**src/rtl/quad_fetch_serializer.sv**
```systemverilog
module quad_fetch_serializer #(
  parameter int LOD_W = 4,
  parameter int U_W   = 8,
  parameter int V_W   = 8,
  parameter int TEX_W = 8,
  localparam int TILE_W = LOD_W + (U_W - 2) + (V_W - 2)
) (
  input  logic                clk,
  input  logic                rst_n,
  input  logic                in_valid,
  output logic                in_ready,
  input  logic [4*LOD_W-1:0]  in_lod,
  input  logic [4*U_W-1:0]    in_u,
  input  logic [4*V_W-1:0]    in_v,
  output logic                rd_en,
  output logic [TILE_W-1:0]   rd_tile,
  input  logic [16*TEX_W-1:0] rd_data,
  output logic                out_done,
  output logic [4*TEX_W-1:0]  out_texel,
  output logic [2:0]          out_cycles
);

  logic              busy;
  logic [3:0]        pend;
  logic [3:0]        match;
  logic [1:0]        lead;
  logic [2:0]        cnt;
  logic [TILE_W-1:0] tile_q [4];
  logic [3:0]        idx_q  [4];
  logic [TEX_W-1:0]  tex_q  [4];

  wire accept = in_valid && in_ready;

  assign in_ready = !busy;
  assign rd_en    = busy;
  assign rd_tile  = tile_q[lead];

  always_comb begin
    lead = 2'd0;
    for (int i = 3; i >= 0; i--)
      if (pend[i]) lead = 2'(i);
    for (int i = 0; i < 4; i++)
      match[i] = pend[i] && (tile_q[i] == tile_q[lead]);
  end

  always_ff @(posedge clk) begin
    if (!rst_n) begin
      busy       <= 1'b0;
      pend       <= 4'h0;
      cnt        <= 3'd0;
      out_done   <= 1'b0;
      out_cycles <= 3'd0;
      for (int i = 0; i < 4; i++) begin
        tile_q[i] <= '0;
        idx_q[i]  <= '0;
        tex_q[i]  <= '0;
      end
    end else begin
      out_done <= 1'b0;
      if (accept) begin
        busy <= 1'b1;
        pend <= 4'hf;
        cnt  <= 3'd0;
        for (int i = 0; i < 4; i++) begin
          tile_q[i] <= {in_lod[i*LOD_W +: LOD_W], in_u[i*U_W+2 +: U_W-2], in_v[i*V_W+2 +: V_W-2]};
          idx_q[i]  <= {in_v[i*V_W +: 2], in_u[i*U_W +: 2]};
        end
      end else if (busy) begin
        cnt  <= cnt + 3'd1;
        pend <= pend & ~match;
        for (int i = 0; i < 4; i++)
          if (match[i]) tex_q[i] <= rd_data[idx_q[i]*TEX_W +: TEX_W];
        if ((pend & ~match) == 4'h0) begin
          busy       <= 1'b0;
          out_done   <= 1'b1;
          out_cycles <= cnt + 3'd1;
        end
      end
    end
  end

  for (genvar g = 0; g < 4; g++) begin : g_out
    assign out_texel[g*TEX_W +: TEX_W] = tex_q[g];
  end

  assert_accept_drops_ready_R2: assert property (@(posedge clk) disable iff (!rst_n)
    in_valid && in_ready |=> !in_ready);

  assert_reads_run_to_done_R5: assert property (@(posedge clk) disable iff (!rst_n)
    rd_en |=> (rd_en || out_done));

  assert_done_after_read_R7: assert property (@(posedge clk) disable iff (!rst_n)
    out_done |-> ($past(rd_en) && !rd_en));

  assert_done_single_pulse_R7: assert property (@(posedge clk) disable iff (!rst_n)
    out_done |=> !out_done);

  assert_cycle_count_range_R8: assert property (@(posedge clk) disable iff (!rst_n)
    out_done |-> (out_cycles >= 3'd1 && out_cycles <= 3'd4));

  assert_results_stable_R7: assert property (@(posedge clk) disable iff (!rst_n)
    !rd_en && !out_done |=> $stable(out_texel));

endmodule

```
**config.mk**
```make
export PLATFORM = sky130hd
export DESIGN_NAME = quad_fetch_serializer
export DESIGN_NICKNAME = d
export VERILOG_FILES = /design/src/rtl/quad_fetch_serializer.sv
export SDC_FILE = /design/constraint.sdc
export NUM_CORES = 1
export LEC_CHECK = 0
export BUFFER_PORTS_ARGS = -buffer_cell sky130_fd_sc_hd__buf_2
export CELL_PAD_IN_SITES_DETAIL_PLACEMENT = 1
export CELL_PAD_IN_SITES_GLOBAL_PLACEMENT = 2
export CORE_MARGIN = 2
export CORE_UTILIZATION = 36
export CTS_BUF_LIST = sky130_fd_sc_hd__clkbuf_4 sky130_fd_sc_hd__clkbuf_8 sky130_fd_sc_hd__clkbuf_16
export CTS_CLUSTER_SIZE = 24
export DETAILED_ROUTE_END_ITERATION = 16
export HOLD_SLACK_MARGIN = 0.03
export PLACE_DENSITY = 0.87
export SETUP_SLACK_MARGIN = 0.4
export SLEW_MARGIN = 10
export SYNTH_ARGS = -nofsm -noshare
export SYNTH_HDL_FRONTEND = slang
export SYNTH_SLANG_ARGS = --single-unit
```
**constraint.sdc**
```tcl
create_clock -name clk -period 9.8 [get_ports clk]
set_input_delay 0.49 -clock clk [delete_from_list [all_inputs] [get_ports clk]]
set_output_delay 0.49 -clock clk [all_outputs]
set_load 0.03 [all_outputs]
```
==> summary.md <==
| Metric | Value |
|---|---|
| CTS Root Cell | `clkbuf_16` |
| Hold Path Origin | `in_u[12]` |
| Die area | `29990 um^2` |
| Main combinational cell family by area after synthesis | `multiplexers` |
| MaxCap Viol Count | `0` |
| Syn Inst Count | `767` |
| Sequential cell area fraction in the yosys report | `34.97%` |
| CTS Sinks | `124` |
| Register clock-pin slew on the reported worst setup and hold paths | `0.07 ns` |
| CTS Hold Buffers Added | `0` |
| First-pass GRT wire length | `54390 um` |
| TritonCTS clock tree | `yes` |
| Worst-Margin Slew | `1.241 ns` |
| Post-route cell area | `12520 um^2` |
| Post-synth EDFFs | `112` |
| Setup crit end kind | `flop` |
| Post-Syn Area per Cell | `13.43 um^2` |
| Top post-synthesis cells by area | `mux4_2 35%, edfxtp_1 33%, and3_1 5.2%` |
| Combinational share of power | `29.9%` |
| Final worst path period share | `41.42%` |
| Sequential power share | `35.2%` |
| Final Max Slew Viols | `0` |
| Drt first pass iters | `5` |
| Synth unique cells | `67` |
| Detailed placer's ending HPWL | `27390 um` |
| DP Worst Slack | `5.771 ns` |
| RR Startpoint | `pend[1]` |
| Congestion Overflow GR | `0` |
| Longest Clk Path Bufs | `2` |
| Die W | `173.2 um` |
| Chip height | `173.2 um` |
| Crit path launch type | `flop` |
| Clock Latency Late Sink | `0.42 ns` |
| RSZ-0062 raised after global routing | `no` |
| H-tree levels | `4` |
| Port Buffers | `264` |
| Register bit total from synthesis | `124` |
| Setup TNS | `0 ns` |
| Synth Area in Compound Gates | `6.679%` |
| Initial DRC count | `675` |
| Via count | `8269` |
| CTS Buf Count | `17` |
| Fillers | `2999` |
| Routed wire length | `36140 um` |
| Worst hold path type | `in2reg` |
| Mux share of post-synthesis cell area | `35.26%` |
| Clk_skew | `0.01334 ns` |
| Layout area overhead | `21.49%` |
| GRT Resource Usage Total | `24.00%` |
| CP required | `9.88 ns` |
| Max Freq | `0.2463 GHz` |
| Final setup viols | `0` |
| WL/cell | `26.00 um` |
| Worst Setup SP | `pend[1]` |
| Post-CTS setup buffers | `0` |
| Initial Util | `36.78%` |
| Yosys top cell by area | `mux4_2` |
| Largest net degree at the start of global routing | `100` |
| Status | `finished clean` |
| Number of global-route vias before repair | `8740` |
| Synth Cell Area | `10300 um^2` |
| Total chip power | `1.896 mW` |
| Post-route ant nets | `0` |
| Placer congestion estimate | `0.8551` |
| Row Count | `61` |
| Final hold violation count | `0` |
| Ys async rst share | `0%` |
| Pint | `1.291 mW` |
| Placed insts | `1349` |
| Switching Share | `31.90%` |
| P_leak | `4.940 nW` |
| Max VDD drop | `0.1203 mV` |
| Yosys top cell area share | `34.97%` |
| Post-DR vias/cell | `5.949` |
| Placed cell area | `11880 um^2` |
| Crit path DAT | `4.14 ns` |
| Xor/xnor cell area share of the yosys netlist | `3.740%` |
| Initial antenna violation count | `12` |
| Critical path type | `reg2reg` |
| Post-synthesis adder-cell area fraction | `0.1214%` |
| Sw power | `604.8 uW` |
| Layout cells sized above 1 | `49.35%` |
| Worst Slack Setup Final | `5.741 ns` |
| Layout Cells excl Fill | `1390` |
| Mapped Nets | `979` |
| Minimum clock period after layout | `4.059 ns` |
| Synth Area in Simple Gates | `15.18%` |
| Layout Nets | `1202` |
| Clock power share | `34.8%` |
| Io pins | `265` |
| Synth warn | `0` |
| Core area | `28010 um^2` |
| # DRC | `0` |
| Pwr/cell area | `151.5 nW/um^2` |
| Primary FF master, synth | `edfxtp_1` |
| Worst slew margin | `16.93%` |
| Post-CTS resize count | `0` |
| Crit path max fanout | `20` |
[final timing paths]
kind	endpoint	slack, ns	cells after the start
setup / recovery	tex_q[1][1]	5.74	8
hold / removal	tile_q[1][8]	0.38	2
setup reg to reg	tex_q[1][1]	5.74	8
hold reg to reg	out_cycles[1]	0.47	2
[metrics by stage]
stage | hold slack (ns) | utilization, %
floorplan | 0.4647 | -
global placement | 0.4573 | 42.43
detailed placement | 0.4598 | 42.43
CTS | 0.3612 | 44.61
global route | 0.3746 | 44.66
finish | 0.3790 | 44.69
[power groups by stage]
stage | Combinational [mW] | Clock, mW | Sequential, mW
floorplan | 0.392 | 0 | 0.662
global placement | 0.554 | 0 | 0.677
detailed placement | 0.564 | 0 | 0.677
CTS | 0.567 | 0.670 | 0.668
global route | 0.603 | 0.692 | 0.673
finish | 0.568 | 0.661 | 0.668
[cell families (layout without fill, tap and decap cells)]
group | count (synthesis) | after routing
muxes | 163 | 163
buffers and inverters | 96 | 332
AOI/OAI and AO/OA | 88 | 88
and+or+nand+nor | 251 | 251
xor gates and xnor gates | 44 | 44
adders and majority gates | 1 | 1
other | 0 | 9
DFF | 124 | 124
[flip-flops by register name (all words and copies together), names as in the netlist]
name	flops
cnt	3
pend	4
tex_q	32
tile_q	64
idx_q	16
out_done	1
rd_en	1
out_cycles	3
[worst max-delay path, stage by stage (launching register included)]
cell and delay (ns):
dfxtp_1 0.78, or2_1 0.71, a21oi_1 0.16, or3_1 0.35, a22o_1 0.23, or4_4 0.57, nor4b_2 0.45, nand3_1 0.14
nand2_1 0.31
[synthesized netlist by cell type (all sizes together) (2+ instances only)]
library cell    n
mux4          160
edfxtp        112
and3           86
clkbuf         39
buf            34
nand2          29
xor2           26
nor2b          25
a21oi          23
inv            23
and2           20
nand3b         19
xnor2          18
o21ai          14
nor2           13
a211oi         12
dfxtp          12
nand3          10
nand4          10
or3            10
a21o            6
o21a            6
and3b           5
o31ai           4
or2             4
or4             4
a221oi          3
mux2i           3
nand4b          3
nor3            3
nor4            3
nor4b           3
o211ai          3
a221o           2
a22oi           2
nand2b          2
o41ai           2
[cells in the final DEF, fill, tap and decap left out, types with 10 or more instances in the layout]
cell type / netlist / routed
clkbuf_16: 0 / 17
mux4_2: 160 / 160
a21oi_1: 20 / 20
and2_1: 20 / 20
o21ai_0: 14 / 13
nand2_1: 29 / 29
xnor2_1: 18 / 18
xor2_1: 26 / 26
nand4_1: 10 / 10
nor2b_1: 25 / 25
buf_4: 3 / 13
dfxtp_1: 12 / 12
inv_1: 23 / 23
edfxtp_1: 112 / 112
buf_2: 6 / 264
nor2_1: 12 / 11
nand3b_1: 19 / 19
and3_1: 86 / 86
[final cells by class]
class,instances,area [um^2],share of cell area [%]
multi-input combinational,547,6302,50.34
sequential,124,3603,28.79
timing repair buffer,277,1419,11.33
tap,378,473.0,3.778
clock buffer,17,425.4,3.398
clock inverter,15,186.4,1.489
inverter,23,86.33,0.6897
antenna,9,22.52,0.1799
[layer usage]
metal  vias to the layer above  GRT usage, %  routed length (um)
met5                         -             0                  51
met2                       389         40.40               18260
met4                         8         8.369                 976
li1                       3597             -                   -
met1                      4220         30.63               14240
met3                        55         5.233                2617
No activity file was read; power rests on OpenSTA's default activity.
